==> config.mk <==
export PLATFORM = sky130hd
export DESIGN_NAME = cir_top
export DESIGN_NICKNAME = d
export VERILOG_FILES = /design/src/rtl/cir_pkg.sv /design/src/rtl/cir_sync.sv /design/src/rtl/cir_decode.sv /design/src/rtl/cir_regs.sv /design/src/rtl/cir_clk_route.sv /design/src/rtl/cir_irq_steer.sv /design/src/rtl/cir_top.sv
export SDC_FILE = /design/constraint.sdc
export NUM_CORES = 1
export LEC_CHECK = 0
export ABC_CLOCK_PERIOD_IN_PS = 1560
export CORE_MARGIN = 2
export CORE_UTILIZATION = 43
export DETAILED_ROUTE_END_ITERATION = 6
export PLACE_DENSITY = 0.81
export SETUP_SLACK_MARGIN = 0.2
export SYNTH_ARGS = -nofsm -noshare
export SYNTH_HDL_FRONTEND = slang
export SYNTH_SLANG_ARGS = --single-unit
==> constraint.sdc <==
create_clock -name clk -period 1.56 [get_ports clk]
set_clock_uncertainty 0.15 [all_clocks]
set_input_delay 0.234 -clock clk [delete_from_list [all_inputs] [get_ports clk]]
set_output_delay 0.234 -clock clk [all_outputs]
set_load 0.01 [all_outputs]
==> src/rtl/cir_pkg.sv <==
package cir_pkg;
   localparam int NUM_CTR  = 3;
   localparam int WIN_W    = 4;
   localparam int INSEL_W  = 5;
   localparam int IRQCFG_W = 6;

   typedef enum logic [1:0] {
      RG_PPI0  = 2'd0,
      RG_PPI1  = 2'd1,
      RG_CTR   = 2'd2,
      RG_LOCAL = 2'd3
   } region_e;

   typedef enum logic [1:0] {
      SRC_PIN  = 2'b00,
      SRC_OSC  = 2'b01,
      SRC_CHN0 = 2'b10,
      SRC_CHN1 = 2'b11
   } csrc_e;
endpackage

==> src/rtl/cir_sync.sv <==
module cir_sync #(
   parameter int W      = 1,
   parameter int STAGES = 2
) (
   input  logic         clk,
   input  logic         rst_n,
   input  logic [W-1:0] d,
   output logic [W-1:0] q
);
   logic [W-1:0] stg [STAGES];

   always_ff @(posedge clk or negedge rst_n) begin
      if (!rst_n) begin
         for (int i = 0; i < STAGES; i++) stg[i] <= '0;
      end else begin
         stg[0] <= d;
         for (int i = 1; i < STAGES; i++) stg[i] <= stg[i-1];
      end
   end

   assign q = stg[STAGES-1];
endmodule

==> src/rtl/cir_decode.sv <==
module cir_decode
   import cir_pkg::*;
#(
   parameter int                ADDR_W    = 10,
   parameter logic [ADDR_W-1:0] BASE_ADDR = 10'h300
) (
   input  logic [ADDR_W-1:0] bus_addr,
   input  logic              bus_rd,
   input  logic              bus_wr,
   output logic [1:0]        cs_ppi,
   output logic              cs_ctr,
   output logic              wr_insel,
   output logic              wr_irq,
   output logic              rd_insel,
   output logic              rd_irq
);
   localparam int TAG_W = ADDR_W - WIN_W;

   logic [TAG_W-1:0] tag;
   logic [WIN_W-1:0] off;
   logic             hit;
   logic             acc;
   region_e          rg;
   logic             loc;

   assign tag = bus_addr[ADDR_W-1:WIN_W];
   assign off = bus_addr[WIN_W-1:0];
   assign hit = (tag == BASE_ADDR[ADDR_W-1:WIN_W]);
   assign acc = hit & (bus_rd | bus_wr);
   assign rg  = region_e'(off[3:2]);
   assign loc = hit & (rg == RG_LOCAL);

   always_comb begin
      cs_ppi[0] = acc & (rg == RG_PPI0);
      cs_ppi[1] = acc & (rg == RG_PPI1);
      cs_ctr    = acc & (rg == RG_CTR);
   end

   // offset bit 0 is ignored, so each register answers at two offsets
   assign wr_insel = loc & bus_wr & ~off[1];
   assign wr_irq   = loc & bus_wr &  off[1];
   assign rd_insel = loc & bus_rd & ~off[1];
   assign rd_irq   = loc & bus_rd &  off[1];
endmodule

==> src/rtl/cir_regs.sv <==
module cir_regs
   import cir_pkg::*;
#(
   parameter int DATA_W = 8
) (
   input  logic                clk,
   input  logic                rst_n,
   input  logic                wr_insel,
   input  logic                wr_irq,
   input  logic                rd_insel,
   input  logic                rd_irq,
   input  logic [DATA_W-1:0]   wdata,
   output logic [INSEL_W-1:0]  insel,
   output logic [IRQCFG_W-1:0] irqcfg,
   output logic [DATA_W-1:0]   rdata
);
   logic [DATA_W-1:0] unused_wdata;
   assign unused_wdata = wdata;

   always_ff @(posedge clk or negedge rst_n) begin
      if (!rst_n) begin
         insel  <= '0;
         irqcfg <= '0;
      end else begin
         if (wr_insel) insel  <= wdata[INSEL_W-1:0];
         if (wr_irq)   irqcfg <= wdata[IRQCFG_W-1:0];
      end
   end

   always_comb begin
      rdata = '0;
      if (rd_insel)    rdata[INSEL_W-1:0]  = insel;
      else if (rd_irq) rdata[IRQCFG_W-1:0] = irqcfg;
   end

   a_r2_insel_hold: assert property (@(posedge clk) disable iff (!rst_n)
      !wr_insel |=> $stable(insel));
   a_r3_irqcfg_hold: assert property (@(posedge clk) disable iff (!rst_n)
      !wr_irq |=> $stable(irqcfg));
endmodule

==> src/rtl/cir_clk_route.sv <==
module cir_clk_route
   import cir_pkg::*;
#(
   parameter int SYNC_STAGES = 2
) (
   input  logic               clk,
   input  logic               rst_n,
   input  logic [INSEL_W-1:0] insel,
   input  logic [NUM_CTR-1:0] ext_in,
   input  logic               osc_tick,
   input  logic [NUM_CTR-1:0] ctr_out,
   output logic [NUM_CTR-1:0] cnt_en
);
   logic [NUM_CTR-1:0] pin_s, pin_p, pin_rise;
   logic [NUM_CTR-2:0] co_p, co_rise;
   logic               unused_co_top;
   logic [NUM_CTR-1:0] pick;

   assign unused_co_top = ctr_out[NUM_CTR-1];

   cir_sync #(.W(NUM_CTR), .STAGES(SYNC_STAGES)) u_pin_sync (
      .clk(clk), .rst_n(rst_n), .d(ext_in), .q(pin_s));

   always_ff @(posedge clk or negedge rst_n) begin
      if (!rst_n) begin
         pin_p <= '0;
         co_p  <= '0;
      end else begin
         pin_p <= pin_s;
         co_p  <= ctr_out[NUM_CTR-2:0];
      end
   end

   assign pin_rise = pin_s & ~pin_p;
   assign co_rise  = ctr_out[NUM_CTR-2:0] & ~co_p;

   for (genvar g = 0; g < NUM_CTR; g++) begin : g_ch
      if (g == 0) begin : g_first
         assign pick[g] = insel[0] ? osc_tick : pin_rise[g];
         a_r5_en_has_cause: assert property (@(posedge clk) disable iff (!rst_n)
            cnt_en[g] |-> $past(pin_rise[g] | osc_tick));
      end else begin : g_chain
         csrc_e sel;
         assign sel = csrc_e'(insel[2*g -: 2]);
         always_comb begin
            case (sel)
               SRC_PIN: pick[g] = pin_rise[g];
               SRC_OSC: pick[g] = osc_tick;
               default: pick[g] = co_rise[g-1];
            endcase
         end
         a_r6_en_has_cause: assert property (@(posedge clk) disable iff (!rst_n)
            cnt_en[g] |-> $past(pin_rise[g] | osc_tick | co_rise[g-1]));
         a_r7_chain_follows: assert property (@(posedge clk) disable iff (!rst_n)
            (sel[1] && co_rise[g-1]) |=> cnt_en[g]);
      end
   end

   always_ff @(posedge clk or negedge rst_n) begin
      if (!rst_n) cnt_en <= '0;
      else        cnt_en <= pick;
   end
endmodule

==> src/rtl/cir_irq_steer.sv <==
module cir_irq_steer
   import cir_pkg::*;
#(
   parameter int SYNC_STAGES = 2
) (
   input  logic                clk,
   input  logic                rst_n,
   input  logic [IRQCFG_W-1:0] irqcfg,
   input  logic [1:0]          ppi_c0,
   input  logic                ext_irq,
   input  logic [NUM_CTR-1:0]  ctr_out,
   output logic [NUM_CTR-1:0]  irq_oe
);
   logic [NUM_CTR-1:0] pin_s;
   logic [NUM_CTR-1:0] pend;

   cir_sync #(.W(NUM_CTR), .STAGES(SYNC_STAGES)) u_irq_sync (
      .clk(clk), .rst_n(rst_n), .d({ext_irq, ppi_c0}), .q(pin_s));

   for (genvar g = 0; g < NUM_CTR; g++) begin : g_line
      assign pend[g] = irqcfg[NUM_CTR+g] ? ctr_out[g] : pin_s[g];

      always_ff @(posedge clk or negedge rst_n) begin
         if (!rst_n) irq_oe[g] <= 1'b0;
         else        irq_oe[g] <= irqcfg[g] & pend[g];
      end

      a_r9_off_when_disabled: assert property (@(posedge clk) disable iff (!rst_n)
         !irqcfg[g] |=> !irq_oe[g]);
      a_r8_counter_source: assert property (@(posedge clk) disable iff (!rst_n)
         (irqcfg[g] && irqcfg[NUM_CTR+g]) |=> (irq_oe[g] == $past(ctr_out[g])));
   end
endmodule

==> src/rtl/cir_top.sv <==
module cir_top
   import cir_pkg::*;
#(
   parameter int                ADDR_W      = 10,
   parameter int                DATA_W      = 8,
   parameter logic [ADDR_W-1:0] BASE_ADDR   = 10'h300,
   parameter int                SYNC_STAGES = 2
) (
   input  logic              clk,
   input  logic              rst_n,
   input  logic [ADDR_W-1:0] bus_addr,
   input  logic              bus_rd,
   input  logic              bus_wr,
   input  logic [DATA_W-1:0] bus_wdata,
   output logic [DATA_W-1:0] bus_rdata,
   output logic [1:0]        cs_ppi,
   output logic              cs_ctr,
   input  logic [2:0]        ext_in,
   input  logic              osc_tick,
   input  logic [2:0]        ctr_out,
   output logic [2:0]        cnt_en,
   input  logic [1:0]        ppi_c0,
   input  logic              ext_irq,
   output logic [2:0]        irq_oe
);
   if (BASE_ADDR[WIN_W-1:0] != '0) begin : g_chk_base
      $error("BASE_ADDR must be aligned to the 16-byte window");
   end
   if (SYNC_STAGES < 1) begin : g_chk_sync
      $error("SYNC_STAGES must be at least 1");
   end
   if (DATA_W < IRQCFG_W || ADDR_W <= WIN_W) begin : g_chk_width
      $error("DATA_W or ADDR_W too small");
   end

   logic                wr_insel, wr_irq, rd_insel, rd_irq;
   logic [INSEL_W-1:0]  insel;
   logic [IRQCFG_W-1:0] irqcfg;

   cir_decode #(.ADDR_W(ADDR_W), .BASE_ADDR(BASE_ADDR)) u_dec (
      .bus_addr(bus_addr), .bus_rd(bus_rd), .bus_wr(bus_wr),
      .cs_ppi(cs_ppi), .cs_ctr(cs_ctr),
      .wr_insel(wr_insel), .wr_irq(wr_irq),
      .rd_insel(rd_insel), .rd_irq(rd_irq));

   cir_regs #(.DATA_W(DATA_W)) u_regs (
      .clk(clk), .rst_n(rst_n),
      .wr_insel(wr_insel), .wr_irq(wr_irq),
      .rd_insel(rd_insel), .rd_irq(rd_irq),
      .wdata(bus_wdata), .insel(insel), .irqcfg(irqcfg), .rdata(bus_rdata));

   cir_clk_route #(.SYNC_STAGES(SYNC_STAGES)) u_route (
      .clk(clk), .rst_n(rst_n), .insel(insel), .ext_in(ext_in),
      .osc_tick(osc_tick), .ctr_out(ctr_out), .cnt_en(cnt_en));

   cir_irq_steer #(.SYNC_STAGES(SYNC_STAGES)) u_irq (
      .clk(clk), .rst_n(rst_n), .irqcfg(irqcfg), .ppi_c0(ppi_c0),
      .ext_irq(ext_irq), .ctr_out(ctr_out), .irq_oe(irq_oe));

   a_r1_single_target: assert property (@(posedge clk) disable iff (!rst_n)
      $onehot0({cs_ppi, cs_ctr, wr_insel | rd_insel, wr_irq | rd_irq}));
   a_r4_rdata_quiet: assert property (@(posedge clk) disable iff (!rst_n)
      !(rd_insel || rd_irq) |-> (bus_rdata == '0));
endmodule

==> results.txt <==
Peak supply drop: 0.6254 mV
CP Capture Point: cs_ppi[1]
Most common cell after layout, fill and taps aside: dfrtp_1
TritonCTS clock tree: built
Register area share after synthesis: 65.32%
Total power: 1.597 mW
Drt first pass iters: 4
Hold Crit Class: in -> async
Synth cell types: 24
Period utilisation layout: 107.0%
Slowest stage cell, crit path: nor4_4
Worst slack, placed: -0.9464 ns
Most frequent cells in the layout: dfrtp_1 (34), clkdlybuf4s50_1 (17), buf_4 (15), mux2_4 (11), buf_6 (11)
Comb pwr share: 13.2%
Crit path launch: bus_addr[4]
PwrDens: 746.6 nW/um^2
Post-Layout Inst Area: 2138 um^2
Fmax: 599.2 MHz
First-pass GRT wire length: 5216 um
CTS buffer count: 5
Max reg flops: 6
Gr usage total: 20.76%
Slowest Stage Delay on Critical Path: 0.28 ns
Switching Share: 22.38%
Placed insts: 183
Largest net degree at the start of global routing: 35
H-tree Lvls: 2
Net Sw Power: 0.3573 mW
Vias per cell: 5.244
Row cnt: 19
Chip height: 59.04 um
Synth warnings: 0
R2r worst-path depth: 4
Fraction of layout cells with a size suffix above 1: 42.59%
CP cell instances: buf_6 > nor4_4 > buf_4 > nand3_4 > nor4b_4 > buf_2
Seq pwr share: 58.3%
IO Count: 49
Fillers: 198
Area of placed instances: 2021 um^2
Largest area contributor in the synthesized netlist: dfrtp_1
Lkg Pwr: 0.9879 nW
Mapped Area: 1302 um^2
Buffers on Ports: 43
Final Slew Violations: 0
CTS sink count: 34
Nature of the critical path endpoint: primary output
Gpl congestion: 0.7502
Finished Layout Cells: 193
GR Overflow Total: 0
Initial Util: 46.43%
Critical path peak fanout: 3
Final routed DRC violation total: 0
Area of the core: 2805 um^2
Leading post-synthesis cells by cell area: dfrtp_1 (65%), mux2_2 (9.5%), mux2i_1 (6.1%)
Status: finished with violations
Reg2reg setup slack: 0.40 ns
Die width: 59.04 um
Setup-failing EPs final: 19
Worst-case clock buffer depth: 2
Detailed Place HPWL: 2235 um
Clk pwr share: 28.6%
Synth Register Bits: 34
CTS clk-pin slew, worst paths: 0.09 ns
Die Footprint: 3485 um^2
Crit path time final: 1.669 ns
Regs by FF count: u_regs.irqcfg (6), u_regs.insel (5)
Ant diodes: 0
Vias in the first global route: 1104
Later-pin clock latency in the skew report: 0.32 ns
Share of the synthesized area in the top cell type: 65.32%
Failing checks: setup timing
Final core occ: 76.23%
Vias: 1012
WP data required: 1.18 ns
Max Cap Violations: 0
Initial antenna violation count: 0
Int Pwr: 1.239 mW
Crit path launch type: primary input
Average wire per cell in the routed design: 16.34 um
Antenna-violating nets left: 0
Post-Synthesis Cells: 92
Arr. time, crit path: 1.28 ns
Detailed Route Iter0 Violations: 25
R2R Path Start: u_regs.insel[3]
Top reg by flops: u_regs.irqcfg
Hold slack: 0.1124 ns
Unrepaired setup endpoints after global routing: yes
R2r endpoint: u_route.cnt_en[2]
CP Class: in -> out
CTS root buffer: clkbuf_4
Final Hold Viols: 0
Final nets: 195
Syn-to-layout area delta: 64.17%
Average cell area after synthesis: 14.16 um^2
DRT Wirelength: 3154 um
Worst setup margin: -0.1088 ns
Total negative setup slack: -0.8664 ns
logic make-up after synthesis:
kind of cell	count (synthesis)	synth area share [%]
flip-flops	34	65.32
AND/OR/NAND/NOR	29	14.22
multiplexers	19	15.66
AO/OA/AOI/OAI	5	2.498
buffers and inverters	4	2.017
other	1	0.2879
metal layers:
metal	GRT usage (%)	vias to the layer above	part of all wire, %
met5	0	-	0
li1	-	462	-
met3	7.205	8	7.2
met2	33.81	47	51
met4	8.766	0	2.4
met1	25.11	495	40
power by group through the flow:
| stage | logic (mW) | registers [mW] | clock network [mW] |
|---|---|---|---|
| after floorplan | 0.0537 | 0.947 | 0 |
| after global placement | 0.201 | 0.945 | 0 |
| after detailed placement | 0.207 | 0.947 | 0 |
| after CTS | 0.211 | 0.930 | 0.477 |
| after global routing | 0.228 | 0.934 | 0.515 |
| final | 0.210 | 0.930 | 0.456 |
critical path: cells and delay by family:
| family | cells | cell delay (ns) |
|---|---|---|
| simple gates | 3 | 0.62 |
| buf+inv | 3 | 0.43 |
worst min-delay path by stage:
stage	slack, ns	startpoint	cells after the start	end
6_report	0.11	rst_n	2	u_regs.insel[4]
5_1_grt	0.11	rst_n	2	u_regs.insel[4]
4_1_cts	0.11	rst_n	2	u_regs.insel[4]
3_5_place_dp	0.19	u_route.u_pin_sync.stg[4]	0	u_route.u_pin_sync.q[1]
3_3_place_gp	0.18	u_irq.u_irq_sync.stg[5]	0	u_irq.u_irq_sync.q[2]
2_1_floorplan	-0.21	rst_n	0	u_irq.irq_oe[0]
synthesized netlist by cell type (all sizes together):
master  number
dfrtp       34
or4          1
nor4         3
nand3        2
nand2        3
a221oi       1
mux2i        8
nor4b        2
and3         1
conb         1
o21ai        1
nor3         2
inv          1
a22oi        1
mux2        11
a21oi        1
o22ai        1
nand4        2
nor2         8
nand2b       2
nor2b        3
buf          3
layout make-up:
cell class / count / area, um^2 / share of cell area [%]
multi-input combinational: 55 / 580.6 / 27.15
timing repair buffer: 66 / 613.1 / 28.67
clock buffer: 6 / 51.30 / 2.399
inverter: 1 / 3.754 / 0.1755
sequential: 34 / 850.8 / 39.79
tap: 31 / 38.79 / 1.814
repair_timing:
item | 4_1_cts | 5_1_grt
setup endpoints to repair | 26 | 23
buffers inserted | 4 | 0
resized for setup | 91 | 9
hold buffers | 0 | 0
pin swaps | 14 | 3
No activity file was read; power rests on OpenSTA's default activity.
